### src/rtl/serial_max_pkg.sv
package serial_max_pkg;

  // Width of an index able to address n items (at least one bit).
  function automatic int unsigned idx_width(input int unsigned n);
    return (n > 1) ? $clog2(n) : 1;
  endfunction

  // Width of a counter able to count k bit cycles (at least one bit).
  function automatic int unsigned cnt_width(input int unsigned k);
    return (k > 1) ? $clog2(k) : 1;
  endfunction

endpackage

### src/rtl/sm_bit_sequencer.sv
module sm_bit_sequencer #(
  parameter int unsigned WORD_BITS = 8
) (
  input  logic clk,
  input  logic rst,
  input  logic start,
  output logic busy,
  output logic shift_en,
  output logic last_bit
);
  import serial_max_pkg::*;

  localparam int unsigned CNT_W = cnt_width(WORD_BITS);
  localparam logic [CNT_W-1:0] LAST_CNT = CNT_W'(WORD_BITS - 1);

  logic [CNT_W-1:0] bit_cnt;

  // A bit is consumed in every busy cycle not overridden by a new start.
  assign shift_en = busy && !start;
  assign last_bit = shift_en && (bit_cnt == LAST_CNT);

  always_ff @(posedge clk) begin
    if (rst) begin
      busy    <= 1'b0;
      bit_cnt <= '0;
    end else if (start) begin
      busy    <= 1'b1;
      bit_cnt <= '0;
    end else if (busy) begin
      if (bit_cnt == LAST_CNT) begin
        busy    <= 1'b0;
        bit_cnt <= '0;
      end else begin
        bit_cnt <= bit_cnt + 1'b1;
      end
    end
  end

  // the counter never runs past the last bit of a word
  a_r4_cnt_in_range: assert property (@(posedge clk) disable iff (rst)
    bit_cnt <= LAST_CNT);

  // a start always leaves a word in progress at bit zero
  a_r9_start_restarts: assert property (@(posedge clk) disable iff (rst)
    start |=> (busy && bit_cnt == '0));

endmodule

### src/rtl/sm_cand_bank.sv
module sm_cand_bank #(
  parameter int unsigned NUM_STREAMS = 16
) (
  input  logic                   clk,
  input  logic                   rst,
  input  logic                   load,
  input  logic                   shift_en,
  input  logic [NUM_STREAMS-1:0] bits,
  output logic [NUM_STREAMS-1:0] cand,
  output logic [NUM_STREAMS-1:0] cand_next,
  output logic                   any_one
);

  logic [NUM_STREAMS-1:0] live_ones;

  // Single OR-reduction across all streams: some remaining candidate shows 1.
  assign live_ones = cand & bits;
  assign any_one   = |live_ones;

  for (genvar s = 0; s < NUM_STREAMS; s++) begin : g_stream
    always_comb begin
      if (load)
        cand_next[s] = 1'b1;
      else if (shift_en)
        cand_next[s] = cand[s] & (bits[s] | ~any_one);
      else
        cand_next[s] = cand[s];
    end

    always_ff @(posedge clk) begin
      if (rst) cand[s] <= 1'b1;
      else     cand[s] <= cand_next[s];
    end
  end

  // a start cycle makes every stream a candidate
  a_r2_load_all: assert property (@(posedge clk) disable iff (rst)
    load |=> (cand == '1));

  // during a word candidate flags can only clear
  a_r2_only_clear: assert property (@(posedge clk) disable iff (rst)
    (shift_en && !load) |=> ((cand & ~$past(cand)) == '0));

  // a candidate showing 1 is never dropped
  a_r3_keep_ones: assert property (@(posedge clk) disable iff (rst)
    (shift_en && !load) |=> (($past(cand) & $past(bits) & ~cand) == '0));

  // at least one candidate always survives
  a_r3_nonempty: assert property (@(posedge clk) disable iff (rst)
    cand != '0);

endmodule

### src/rtl/sm_low_prio_enc.sv
module sm_low_prio_enc #(
  parameter int unsigned WIDTH = 16,
  parameter int unsigned IDX_W = 4
) (
  input  logic [WIDTH-1:0] req,
  output logic [IDX_W-1:0] idx,
  output logic             any,
  output logic             multi
);

  always_comb begin
    idx   = '0;
    any   = 1'b0;
    multi = 1'b0;
    for (int i = 0; i < WIDTH; i++) begin
      if (req[i]) begin
        if (any) begin
          multi = 1'b1;
        end else begin
          idx = IDX_W'(i);
          any = 1'b1;
        end
      end
    end
  end

endmodule

### src/rtl/serial_max_finder.sv
module serial_max_finder #(
  parameter int unsigned NUM_STREAMS = 16,
  parameter int unsigned WORD_BITS   = 8,
  parameter int unsigned IDX_W       = serial_max_pkg::idx_width(NUM_STREAMS)
) (
  input  logic                   clk,
  input  logic                   rst,
  input  logic                   start,
  input  logic [NUM_STREAMS-1:0] bit_in,
  output logic                   result_valid,
  output logic [IDX_W-1:0]       max_index,
  output logic                   tie_flag
);

  logic                   busy;
  logic                   shift_en;
  logic                   last_bit;
  logic [NUM_STREAMS-1:0] cand;
  logic [NUM_STREAMS-1:0] cand_next;
  logic                   any_one;
  logic [IDX_W-1:0]       enc_idx;
  logic                   enc_any;
  logic                   enc_multi;

  sm_bit_sequencer #(.WORD_BITS(WORD_BITS)) u_seq (
    .clk      (clk),
    .rst      (rst),
    .start    (start),
    .busy     (busy),
    .shift_en (shift_en),
    .last_bit (last_bit)
  );

  sm_cand_bank #(.NUM_STREAMS(NUM_STREAMS)) u_cand (
    .clk       (clk),
    .rst       (rst),
    .load      (start),
    .shift_en  (shift_en),
    .bits      (bit_in),
    .cand      (cand),
    .cand_next (cand_next),
    .any_one   (any_one)
  );

  // Encode the set that the last bit edge will leave behind, so the
  // result is registered in the same edge as the final candidate set.
  sm_low_prio_enc #(.WIDTH(NUM_STREAMS), .IDX_W(IDX_W)) u_enc (
    .req   (cand_next),
    .idx   (enc_idx),
    .any   (enc_any),
    .multi (enc_multi)
  );

  always_ff @(posedge clk) begin
    if (rst) begin
      result_valid <= 1'b0;
      max_index    <= '0;
      tie_flag     <= 1'b0;
    end else begin
      result_valid <= last_bit;
      if (last_bit) begin
        max_index <= enc_idx;
        tie_flag  <= enc_multi;
      end
    end
  end

  logic [NUM_STREAMS-1:0] below_mask;
  always_comb begin
    below_mask = ({{(NUM_STREAMS-1){1'b0}}, 1'b1} << max_index) - 1'b1;
  end

  // the result strobe lasts one cycle
  a_r4_single_pulse: assert property (@(posedge clk) disable iff (rst)
    result_valid |=> !result_valid);

  // the reported stream survived and none below it did
  a_r5_index_lowest: assert property (@(posedge clk) disable iff (rst)
    result_valid |-> (cand[max_index] && ((cand & below_mask) == '0)));

  // tie flag agrees with the number of survivors
  a_r6_tie_matches: assert property (@(posedge clk) disable iff (rst)
    result_valid |-> (tie_flag == ($countones(cand) > 1)));

  // outputs hold between results
  a_r7_hold: assert property (@(posedge clk) disable iff (rst)
    !result_valid |-> ($stable(max_index) && $stable(tie_flag)));

  // no result can follow an idle cycle
  a_r8_idle_quiet: assert property (@(posedge clk) disable iff (rst)
    (!busy && !start) |=> !result_valid);

  // a surviving candidate set exists whenever a result is encoded
  a_r3_enc_nonempty: assert property (@(posedge clk) disable iff (rst)
    last_bit |-> enc_any);

endmodule

### config.mk
export PLATFORM = sky130hd
export DESIGN_NAME = serial_max_finder
export DESIGN_NICKNAME = d
export VERILOG_FILES = /design/src/rtl/serial_max_pkg.sv /design/src/rtl/sm_bit_sequencer.sv /design/src/rtl/sm_cand_bank.sv /design/src/rtl/sm_low_prio_enc.sv /design/src/rtl/serial_max_finder.sv
export SDC_FILE = /design/constraint.sdc
export NUM_CORES = 1
export LEC_CHECK = 0
export BUFFER_PORTS_ARGS = -buffer_cell sky130_fd_sc_hd__buf_2
export CAP_MARGIN = 10
export CORE_MARGIN = 5
export CORE_UTILIZATION = 51
export DETAILED_ROUTE_END_ITERATION = 8
export HOLD_SLACK_MARGIN = 0.03
export PLACE_DENSITY_LB_ADDON = 0.12
export SYNTH_ARGS = -nofsm -noshare
export SYNTH_HDL_FRONTEND = slang
export SYNTH_HIERARCHICAL = 1
export SYNTH_SLANG_ARGS = --single-unit
### constraint.sdc
create_clock -name clk -period 4 [get_ports clk]
set_clock_uncertainty 0.1 [all_clocks]
set_input_delay 1.2 -clock clk [delete_from_list [all_inputs] [get_ports clk]]
set_output_delay 1.2 -clock clk [all_outputs]
set_load 0.01 [all_outputs]
# Word-level counts from Yosys, hierarchy flattened
# Index checks and enable logic that the tools add are counted.
# op_classes
n_reduce_logical,5
n_div,0
addsub,1
n_mul,0
n_shift,0
n_bitwise,34
n_eq_ne,1
order_cmp,0
muxes,111
# ops
operator,n
2-to-1 mux 4 bit,29
2-to-1 mux 1 bit,81
AND 1 bit,16
AND 16 bit,1
OR 1 bit,16
OR reduction 16 bit,1
adder 3 x 1 -> 3 bit (second input constant),1
equality test 3 bit (second input constant),1
2-to-1 mux 3 bit,1
logical AND 1 bit,2
OR reduction 2 bit,1
logical NOT 1 bit,1
inverter 1 bit,1
# totals
rom_bits,0
register_bits,26
mem_bits_rw,0
latch_bits,0
inputBits,19
memories,0

# Longest topological paths before layout
# Gate-level depths: netlist (run 1).
# logic_depth
word_depth,38
mapped_depth,12
mapped_depth_nobuf,11

# By module
# Netlist (run 1), hierarchy kept.
# modules_own_cells
module,cells_per_inst,instances,area_per_inst_um2
sm_cand_bank,150,1,1052.3
sm_low_prio_enc,51,1,324.1
serial_max_finder,18,1,206.4
sm_bit_sequencer,19,1,197.7

# Worst setup path after synthesis (run 1)
# No wires, ideal clock.
# synth_timing
path_kind,input to register
start,input start
end,register tie_flag
arrival_ns,3.635
path_stages,12
setup_slack_ns,0.150
path_buffers,1
path_cell_list,nor2b_1 clkbuf_1 nand2b_1 nor2_1 a21oi_1 nor4_2 nand2_2 or4_4 a221oi_2 nand3_1 mux2i_1 nor2_1
# synth_lines
item,line,text
start: declaration,serial_max_finder.sv:8,"input logic start,"
logical NOT 1 bit,sm_bit_sequencer.sv:19,assign shift_en = busy && !start;
logical AND 1 bit,sm_bit_sequencer.sv:19,
2-to-1 mux 1 bit,sm_cand_bank.sv:24,else if (shift_en)
2-to-1 mux 1 bit *,sm_cand_bank.sv:22,if (load)
net cand_next[7],serial_max_finder.sv:19,logic [NUM_STREAMS-1:0] cand_next;
2-to-1 mux 1 bit,sm_low_prio_enc.sv:16,if (req[i]) begin
2-to-1 mux 1 bit,sm_low_prio_enc.sv:17,if (any) begin
2-to-1 mux 1 bit,sm_low_prio_enc.sv:16,
[7 not listed],-,
2-to-1 mux 1 bit,sm_low_prio_enc.sv:16,
2-to-1 mux 1 bit,sm_low_prio_enc.sv:17,
2-to-1 mux 1 bit,sm_low_prio_enc.sv:16,
2-to-1 mux 1 bit,sm_low_prio_enc.sv:17,
2-to-1 mux 1 bit,sm_low_prio_enc.sv:16,
2-to-1 mux 1 bit,sm_low_prio_enc.sv:17,
2-to-1 mux 1 bit *,sm_low_prio_enc.sv:16,
net enc_multi,serial_max_finder.sv:23,logic enc_multi;
end signal: assignment,serial_max_finder.sv:63,tie_flag <= enc_multi;
end: declaration,serial_max_finder.sv:12,output logic tie_flag
# Mark *: on every way through the listed nets, which the timed path passes. The rest lies on a longest branch.
# A chain may end at the register's enable or synchronous reset.

# Worst setup path after layout (run 1)
# layout_timing
start,input bit_in[1]
end,register max_index[1]
# layout_lines
item,line,text
start: declaration,serial_max_finder.sv:9,"input logic [NUM_STREAMS-1:0] bit_in,"
AND 16 bit *,sm_cand_bank.sv:17,assign live_ones = cand & bits;
OR reduction 16 bit *,sm_cand_bank.sv:18,assign any_one = |live_ones;
net any_one,serial_max_finder.sv:20,logic any_one;
inverter 1 bit *,sm_cand_bank.sv:25,cand_next[s] = cand[s] & (bits[s] | ~any_one);
OR 1 bit *,sm_cand_bank.sv:25,
AND 1 bit *,sm_cand_bank.sv:25,
2-to-1 mux 1 bit *,sm_cand_bank.sv:24,
2-to-1 mux 1 bit *,sm_cand_bank.sv:22,
net cand_next[10],serial_max_finder.sv:19,
[4 not listed],-,
2-to-1 mux 4 bit,sm_low_prio_enc.sv:16,
2-to-1 mux 4 bit,sm_low_prio_enc.sv:17,
2-to-1 mux 4 bit,sm_low_prio_enc.sv:16,
2-to-1 mux 4 bit,sm_low_prio_enc.sv:17,
2-to-1 mux 4 bit,sm_low_prio_enc.sv:16,
2-to-1 mux 4 bit,sm_low_prio_enc.sv:17,
2-to-1 mux 4 bit *,sm_low_prio_enc.sv:16,
net enc_idx[1],serial_max_finder.sv:21,logic [IDX_W-1:0] enc_idx;
end signal: assignment,serial_max_finder.sv:62,max_index <= enc_idx;
end: declaration,serial_max_finder.sv:11,"output logic [IDX_W-1:0] max_index,"
# Marked as above.

==> flow_metrics.env, run 1 <==
export IMPL_first_pass_grt_wire_length_mm=7.04
export IMPL_power_per_cell_area_nw_per_um2=233
export IMPL_cts_htree_levels=1
export IMPL_finalPower_mw=0.468
export IMPL_drt_iter0_drc=114
export IMPL_power_leakage_nw=0.732
export IMPL_chipHeight_um=69.0
export IMPL_final_period_utilization=0.863
export IMPL_first_global_vias=1529
export IMPL_relSlewSlack=0.630
export IMPL_unrepaired_setup_endpoints_after_global_routing="no"
export IMPL_area_growth_synth_to_final_pct=13.4
export IMPL_place_ws_ps=227
export IMPL_cts_clk_slew_worst_paths_ps=130
export IMPL_cp_num_cells=12
export IMPL_tritoncts_clock_tree="built"
export IMPL_boundaryPins=25
export IMPL_maxCapViolations=0
export IMPL_crit_fanout=16
export IMPL_syn_avg_cell_area_um2=7.49
export IMPL_timing_reg2reg_worst_path_depth=12
export IMPL_critical_path_n_buffers_inverters=2
export IMPL_syn_nets=258
export IMPL_ctsLongestPathBuffers=2
export IMPL_cts_num_sinks=26
export IMPL_sw_frac_of_total=0.259
export IMPL_final_max_slew_violation_count=0
export IMPL_clk_latency_ps=320
export IMPL_largest_net_degree_at_the_start_of_global_routing=38
export IMPL_globalRouteMet3Util=0.0292
export IMPL_worst_path_dominant_cell_family="compound AO/OA/AOI/OAI gates"
export IMPL_synthesis_yosys_warnings=6
export IMPL_placedInstanceArea_um2=1980
export IMPL_initial_utilization=0.528
export IMPL_fin_area_um2=2010
export IMPL_postCtsSetupRepairBufs=0
export IMPL_p_int_mw=0.347
export IMPL_portBuffers=24
export IMPL_detailroute_via_count=1698
export IMPL_hpwl_mm=3.07
export IMPL_resized_gates_after_cts=0
export IMPL_min_path_cells=2
export IMPL_pwr_share_clk=0.283
export IMPL_seq_power_share=0.573
export IMPL_timing_final_setup_violations=0
export IMPL_busiest_layer="met2"
export IMPL_hold_violations=0
export IMPL_final_fill_count=332
export IMPL_finalSetupTns_ps=0
export IMPL_grt_antenna_before_repair=0
export IMPL_routedWlPerCell_um=12.9
export IMPL_crit_path_start_kind="input pin"
export IMPL_cts_made_buffers=3
export IMPL_drt_vias_per_instance=5.44
export IMPL_route_detailed_drc=0
export IMPL_worst_slew_pin_slew_ps=550
export IMPL_worst_ep_required_time_ps=4160
export IMPL_syn_inst=237
export IMPL_cts_hold_buf=0
export IMPL_globalRouteMet2Util=0.301
export IMPL_global_route_usage_met1=0.273
export IMPL_grt_util_all_layers=0.192
export IMPL_finalNetCount=288
export IMPL_die_area_um2=4760
export IMPL_crit_arrival_ps=3620
export IMPL_min_path_type="reg -> reg"
export IMPL_cpMostUsedCell="sky130_fd_sc_hd__nor2_1"
export IMPL_placement_rows=21
export IMPL_crit_path_end_kind="flop"
export IMPL_clk_root_buf="sky130_fd_sc_hd__clkbuf_4"
export IMPL_slowest_stage="sky130_fd_sc_hd__a21oi_1"
export IMPL_fin_ws_ps=546
export IMPL_max_vdd_ir_drop_uv=157
export IMPL_fin_crit_ps=3450
export IMPL_fraction_of_final_layout_cells_sized_beyond_drive_strength_1=0.237
export IMPL_finalWeightedCongestion=0.865
export IMPL_power_frac_comb=0.145
export IMPL_max_stage_delay_ps=430
export IMPL_detail_route_first_pass_iterations=4
export IMPL_num_antenna_cells=0
export IMPL_outcome="finished, final reports clean"
export IMPL_worst_setup_path_type="in -> reg"
export IMPL_die_width_um=69.0
export IMPL_switchingPower_mw=0.121
export IMPL_timing_fmax_mhz=290
export IMPL_mappedNetlistArea_um2=1770
export IMPL_post_drt_antenna_nets=0
export IMPL_drt_wl_total_mm=4.03
export IMPL_globalRouteOverflowTotal=0
export IMPL_core_area_um2=3360
export IMPL_critical_path_cell_chain="buf_2 > a22o_1 > a221oi_2 > nand4_4 > buf_4 > a21oi_1 > a2111o_1 > a311oi_1 > o32a_2 > nor2_1 > mux2i_1 > nor2_1"
[metal layers]
| layer | wire length [µm] | share of wire |
|---|---|---|
| met1 | 2030 | 0.50 |
| met2 | 1820 | 0.45 |
| met3 | 144 | 0.036 |
| met4 | 42 | 0.010 |
| met5 | 0 | 0 |
[sequential cells by signal, summed over array words and instances, names as in the netlist]
signal	cells
u_seq/busy	1
u_cand/cand	16
tie_flag	1
max_index	4
u_seq/bit_cnt	3
result_valid	1
[through the flow]
step	utilization	cells	hold slack (ps)
global placement	0.587	308	367
global route	0.598	312	429
finish	0.598	312	404
CTS	0.598	312	407
detailed placement	0.587	308	378
floorplan	-	237	349
[path summary, 6_finish.rpt]
path / from / endpoint / slack (ps)
setup / recovery: bit_in[1] / max_index[1] / 550
hold reg to reg: tie_flag / tie_flag / 400
setup reg to reg: u_seq/busy / max_index[1] / 1040
hold / removal: tie_flag / tie_flag / 400
[power by group through the flow]
stage | logic (mW) | registers, mW | clock network [mW]
finish | 0.0676 | 0.268 | 0.132
floorplan | 0.0427 | 0.273 | 0
detailed placement | 0.0673 | 0.274 | 0
global placement | 0.0669 | 0.274 | 0
CTS | 0.0675 | 0.268 | 0.139
global route | 0.0753 | 0.269 | 0.149
[worst min-delay path: cells and delay by family, from the launching register on]
kind,cells,cell delay [ps]
flip-flops,1,350
multiplexers,1,60
AND/OR/NAND/NOR,1,70
[cell type report]
| cell class | count | area (µm²) | share of cell area |
|---|---|---|---|
| inverters | 4 | 15.0 | 0.00746 |
| well taps | 46 | 57.6 | 0.0286 |
| flip-flops and latches | 26 | 520 | 0.259 |
| multi-input cells | 194 | 1160 | 0.575 |
| clock buffers | 4 | 36.3 | 0.0180 |
| repair buffers | 38 | 225 | 0.112 |
[layout by cell type (no fill, tap or decap), types with 2 or more instances in the layout]
master / count
sky130_fd_sc_hd__clkbuf_4: 3
sky130_fd_sc_hd__nor3_1: 3
sky130_fd_sc_hd__dfxtp_1: 26
sky130_fd_sc_hd__a21oi_1: 31
sky130_fd_sc_hd__nor2_1: 78
sky130_fd_sc_hd__nand3_1: 2
sky130_fd_sc_hd__a221oi_2: 4
sky130_fd_sc_hd__inv_1: 4
sky130_fd_sc_hd__nand2_1: 3
sky130_fd_sc_hd__nand2b_1: 18
sky130_fd_sc_hd__ha_1: 2
sky130_fd_sc_hd__a211oi_1: 2
sky130_fd_sc_hd__buf_2: 24
sky130_fd_sc_hd__a31oi_1: 2
sky130_fd_sc_hd__nor4_2: 2
sky130_fd_sc_hd__a22o_1: 3
sky130_fd_sc_hd__nor2b_1: 3
sky130_fd_sc_hd__buf_4: 14
sky130_fd_sc_hd__a21oi_2: 7
sky130_fd_sc_hd__mux2i_1: 6
sky130_fd_sc_hd__o21ai_0: 4
Note: power is estimated with default switching activity, not from simulation.
==> run 2: changes to the inputs <==
Settings changed: CELL_PAD_IN_SITES_DETAIL_PLACEMENT set to 0, CELL_PAD_IN_SITES_GLOBAL_PLACEMENT set to 1, CORE_UTILIZATION 51 to 37.
==> run 2 against run 1 <==
Register-to-register slack improved by 30 ps; first-iteration DRC count decreased by 22%; sequential power about the same; critical path type unchanged; highest routed layer unchanged.
==> flow_metrics.env, run 2 (same netlist as run 1, synthesis figures left out) <==
export IMPL_grt_util_all_layers=0.148
export IMPL_timing_final_setup_violations=0
export IMPL_num_antenna_cells=0
export IMPL_globalRouteOverflowTotal=0
export IMPL_finalSetupTns_ps=0
export IMPL_largest_register_ff_count=16
export IMPL_finalPower_mw=0.512
export IMPL_ctsLongestPathBuffers=2
export IMPL_max_vdd_ir_drop_uv=157
export IMPL_unrepaired_setup_endpoints_after_global_routing="no"
export IMPL_crit_path_end_kind="flop"
export IMPL_worst_slew_pin_slew_ps=586
export IMPL_timing_rr_end="tie_flag"
export IMPL_worst_ep_required_time_ps=4060
export IMPL_top_layer="met4"
export IMPL_clk_root_buf="sky130_fd_sc_hd__clkbuf_8"
export IMPL_final_period_utilization=0.880
export IMPL_fin_crit_ps=3520
export IMPL_worst_r2r_startpoint="u_seq/busy"
export IMPL_resized_gates_after_cts=0
export IMPL_tritoncts_clock_tree="built"
export IMPL_core_area_um2=4690
export IMPL_fraction_of_final_layout_cells_sized_beyond_drive_strength_1=0.245
export IMPL_postCtsSetupRepairBufs=0
export IMPL_min_path_type="reg -> reg"
export IMPL_crit_path_start_kind="input pin"
export IMPL_area_growth_synth_to_final_pct=17.0
export IMPL_cts_num_sinks=26
export IMPL_chipHeight_um=79.2
export IMPL_cts_made_buffers=3
export IMPL_finalNonFillerCells=323
export IMPL_first_pass_grt_wire_length_mm=7.42
export IMPL_crit_arrival_ps=3580
export IMPL_drt_vias_per_instance=5.19
export IMPL_hpwl_mm=3.38
export IMPL_crit_fanout=15
export IMPL_drt_wl_total_mm=4.44
export IMPL_cts_clk_slew_worst_paths_ps=90
export IMPL_drt_met1_wl_mm=2.26
export IMPL_outcome="finished, final reports clean"
export IMPL_post_drt_antenna_nets=0
export IMPL_leading_cell_type_in_the_layout_fill_and_taps_excluded="sky130_fd_sc_hd__nor2_1"
export IMPL_drt_iter0_drc=89
export IMPL_dp_cells=319
export IMPL_min_path_cells=2
export IMPL_maxCapViolations=0
export IMPL_finalWeightedCongestion=0.810
export IMPL_detailroute_via_count=1677
export IMPL_layout_cells_most_common_list="sky130_fd_sc_hd__nor2_1 (78), sky130_fd_sc_hd__a21oi_1 (31), sky130_fd_sc_hd__dfxtp_1 (26)"
export IMPL_detail_route_first_pass_iterations=4
export IMPL_worst_hold_path_endpoint="u_seq/bit_cnt[1]"
export IMPL_cts_htree_levels=1
export IMPL_dr_wl_met2_mm=2.04
export IMPL_final_max_slew_violation_count=0
export IMPL_reg_top3="u_cand/cand (16), max_index (4), u_seq/bit_cnt (3)"
export IMPL_detailroute_wirelength_met3_um=112
export IMPL_initial_utilization=0.378
export IMPL_boundaryPins=25
export IMPL_finalNetCount=291
export IMPL_timing_reg2reg_worst_path_depth=12
export IMPL_worst_setup_path_type="in -> reg"
export IMPL_cts_hold_buf=0
export IMPL_largest_register="u_cand/cand"
export IMPL_routedWlPerCell_um=13.7
export IMPL_hold_violations=0
export IMPL_die_width_um=79.2
export IMPL_placement_rows=25
export IMPL_hold_start="u_seq/bit_cnt[1]"
export IMPL_die_area_um2=6280
export IMPL_grt_antenna_before_repair=0
export IMPL_final_core_utilization=0.442
export IMPL_timing_fmax_mhz=284
export IMPL_timing_reg2reg_setup_slack_ps=1070
export IMPL_first_global_vias=1623
export IMPL_relSlewSlack=0.609
export IMPL_power_per_cell_area_nw_per_um2=247
export IMPL_portBuffers=24
export IMPL_clk_latency_ps=270
export IMPL_placedInstanceArea_um2=2020
export IMPL_route_detailed_drc=0
export IMPL_power_leakage_nw=0.755
export IMPL_fin_area_um2=2080
export IMPL_largest_net_degree_at_the_start_of_global_routing=38
run 2: cell types whose count changed in the layout (fill, tap and decap cells not counted), sizes merged:
| cell | delta |
|---|---|
| buf | +3 |
run 2: cell type report:
| class | count | area (µm²) |
|---|---|---|
| Clock buffer | 4 | 55.1 |
| Fill cell | 493 | 2620 |
| Inverter | 4 | 15.0 |
| Multi-Input combinational cell | 194 | 1160 |
| Sequential cell | 26 | 520 |
| Tap cell | 54 | 67.6 |
| Timing Repair Buffer | 41 | 260 |
run 2: how the worst max path moves through the flow:
stage / start / end
3_3_place_gp: bit_in[2] / max_index[1]
3_5_place_dp: bit_in[2] / tie_flag
4_1_cts: bit_in[2] / tie_flag
6_report: bit_in[2] / tie_flag
2_1_floorplan: start / tie_flag
5_1_grt: bit_in[2] / tie_flag
run 2: layer usage:
| metal | global-route usage | vias to the layer above |
|---|---|---|
| li1 | - | 892 |
| met1 | 0.201 | 766 |
| met2 | 0.243 | 17 |
| met3 | 0.0204 | 2 |
| met4 | 0.0447 | 0 |
| met5 | 0 | - |
run 2: critical path, stage by stage:
cell                       delay [ps]
sky130_fd_sc_hd__buf_2             80
sky130_fd_sc_hd__a22o_1           170
sky130_fd_sc_hd__a221oi_2          60
sky130_fd_sc_hd__nand4_4          130
sky130_fd_sc_hd__buf_4            230
sky130_fd_sc_hd__a21oi_1          130
sky130_fd_sc_hd__nor4_2           420
sky130_fd_sc_hd__nand2_2          110
sky130_fd_sc_hd__or4_4            450
sky130_fd_sc_hd__a221oi_2         280
sky130_fd_sc_hd__nand3_1          110
sky130_fd_sc_hd__mux2i_1          150
sky130_fd_sc_hd__nor2_1            50
run 2: metrics by stage:
step	worst slack (ps)	hold WS, ps
finish	482	393
global route	349	433
CTS	445	395
detailed placement	152	382
global placement	154	367
floorplan	156	349
run 2: where the power goes:
part           internal (mW)  switching, mW
registers              0.263        0.00450
logic                 0.0302         0.0408
clock network         0.0880         0.0853
==> run 3: changes to the inputs <==
--- a/config.mk
+++ b/config.mk
@@ -16,2 +16,3 @@
 export PLACE_DENSITY_LB_ADDON = 0.12
+export RECOVER_POWER = 25
 export SYNTH_ARGS = -nofsm -noshare
==> constraint.sdc (replaced) <==
create_clock -name clk -period 4 [get_ports clk]
set_clock_uncertainty 0.1 [all_clocks]
set_input_delay 0.4 -clock clk [delete_from_list [all_inputs] [get_ports clk]]
set_output_delay 0.4 -clock clk [all_outputs]
set_load 0.01 [all_outputs]
==> run 3 against run 2 <==
Total power decreased by 5.6%; global-route usage decreased by 0.17 points; sequential power about the same.
==> flow_metrics.env, run 3 (same netlist as run 1, synthesis figures left out) <==
export IMPL_cts_made_buffers=3
export IMPL_timing_rr_end="max_index[1]"
export IMPL_outcome="finished, final reports clean"
export IMPL_drt_vias_per_instance=5.31
export IMPL_resized_gates_after_cts=0
export IMPL_relSlewSlack=0.606
export IMPL_crit_arrival_ps=3340
export IMPL_finalSetupTns_ps=0
export IMPL_area_growth_synth_to_final_pct=9.59
export IMPL_initial_utilization=0.378
export IMPL_timing_final_setup_violations=0
export IMPL_detail_route_first_pass_iterations=4
export IMPL_chipHeight_um=79.2
export IMPL_power_leakage_nw=0.662
export IMPL_area_of_combinational_cells_with_multiple_inputs_um2=1160
export IMPL_globalRouteOverflowTotal=0
export IMPL_leading_cell_type_in_the_layout_fill_and_taps_excluded="sky130_fd_sc_hd__nor2_1"
export IMPL_hold_violations=0
export IMPL_timing_fmax_mhz=305
export IMPL_worst_setup_path_type="reg -> reg"
export IMPL_portBuffers=24
export IMPL_grt_antenna_before_repair=0
export IMPL_detailroute_via_count=1642
export IMPL_clk_latency_ps=270
export IMPL_core_area_um2=4690
export IMPL_placedInstanceArea_um2=1910
export IMPL_final_max_slew_violation_count=0
export IMPL_max_stage_delay_ps=570
export IMPL_die_width_um=79.2
export IMPL_postCtsSetupRepairBufs=0
export IMPL_max_vdd_ir_drop_uv=195
export IMPL_critical_path_cell_chain="a22o_1 > a221oi_2 > nand4_4 > a21oi_1 > nor2_1 > a2111o_1 > a311oi_1 > o32a_2 > nor2_1 > mux2i_1 > nor2_1"
export IMPL_drt_iter0_drc=143
export IMPL_slowest_stage="sky130_fd_sc_hd__a21oi_1"
export IMPL_reg_top3="u_cand/cand (16), max_index (4), u_seq/bit_cnt (3)"
export IMPL_num_antenna_cells=0
export IMPL_final_period_utilization=0.819
export IMPL_worst_ep_required_time_ps=4070
export IMPL_die_area_um2=6280
export IMPL_worst_hold_path_endpoint="u_seq/bit_cnt[0]"
export IMPL_worst_slew_pin_slew_ps=591
export IMPL_cts_clk_slew_worst_paths_ps=90
export IMPL_timing_reg2reg_worst_path_depth=11
export IMPL_fin_area_um2=1940
export IMPL_clk_root_buf="sky130_fd_sc_hd__clkbuf_8"
export IMPL_cpMostUsedCell="sky130_fd_sc_hd__nor2_1"
export IMPL_fin_crit_ps=3280
export IMPL_unrepaired_setup_endpoints_after_global_routing="no"
export IMPL_largest_register="u_cand/cand"
export IMPL_ctsLongestPathBuffers=2
export IMPL_layout_cells_most_common_list="sky130_fd_sc_hd__nor2_1 (78), sky130_fd_sc_hd__a21oi_1 (31), sky130_fd_sc_hd__dfxtp_1 (26)"
export IMPL_ff_latch_area_um2=520
export IMPL_min_path_cells=2
export IMPL_crit_path_start_kind="flop"
export IMPL_worst_r2r_startpoint="u_cand/cand[5]"
export IMPL_timing_reg2reg_setup_slack_ps=720
export IMPL_routedWlPerCell_um=14.1
export IMPL_power_per_cell_area_nw_per_um2=249
export IMPL_drt_wl_total_mm=4.35
export IMPL_crit_path_end_kind="flop"
export IMPL_first_global_vias=1575
export IMPL_tritoncts_clock_tree="built"
export IMPL_finalNetCount=278
export IMPL_fraction_of_final_layout_cells_sized_beyond_drive_strength_1=0.180
export IMPL_placement_rows=25
export IMPL_final_fill_count=493
export IMPL_largest_register_ff_count=16
export IMPL_min_path_type="in -> reg"
export IMPL_crit_fanout=27
export IMPL_maxCapViolations=0
export IMPL_route_detailed_drc=0
export IMPL_hpwl_mm=3.28
export IMPL_boundaryPins=25
export IMPL_grt_util_all_layers=0.147
export IMPL_largest_net_degree_at_the_start_of_global_routing=38
export IMPL_finalWeightedCongestion=0.864
export IMPL_cts_hold_buf=0
export IMPL_post_drt_antenna_nets=0
export IMPL_first_pass_grt_wire_length_mm=7.46
export IMPL_cts_htree_levels=1
export IMPL_hold_start="rst"
export IMPL_cts_num_sinks=26
## run 3: layout make-up
class,instances,area share
clock buffers,3,0.0212
repair buffers,28,0.0734
inverters,4,0.00772
flip-flops and latches,26,0.268
well taps,54,0.0347
multi-input cells,194,0.595
## run 3: per-stage QoR
step,hold WS (ps),cells,setup slack [ps],util,total power [mW]
5_1_grt,357,309,489,0.414,0.507
6_report,334,309,722,0.414,0.483
3_3_place_gp,369,306,629,0.407,0.340
2_1_floorplan,349,237,930,-,0.315
4_1_cts,331,309,752,0.416,0.492
3_5_place_dp,377,306,605,0.407,0.340
## run 3: where the power goes
part,switching [mW],internal (mW)
Combinational,0.0399,0.0257
Clock,0.0824,0.0675
Sequential,0.00461,0.263
Total,0.127,0.356
## run 3: layer usage
metal / vias up / GRT usage / wire length, µm
li1: 865 / - / -
met3: 2 / 0.0317 / 124
met1: 750 / 0.212 / 2230
met2: 25 / 0.227 / 1970
met4: 0 / 0.0223 / 24
met5: - / 0 / 0
## run 3: worst max-delay path by stage
stage / startpoint / slack [ps] / cells past startpoint / end
6_report: u_cand/cand[5] / 720 / 11 / max_index[1]
5_1_grt: u_cand/cand[2] / 490 / 11 / max_index[1]
4_1_cts: u_cand/cand[5] / 750 / 11 / max_index[1]
3_5_place_dp: bit_in[2] / 600 / 12 / max_index[1]
3_3_place_gp: bit_in[5] / 630 / 12 / max_index[1]
2_1_floorplan: u_seq/busy / 930 / 12 / tie_flag
## run 3: critical path, delay by kind of cell (launching register included)
kind | cells | cell delay (ps)
DFF | 1 | 340
muxes | 1 | 130
AOI/OAI and AO/OA | 6 | 1960
and+or+nand+nor | 4 | 650
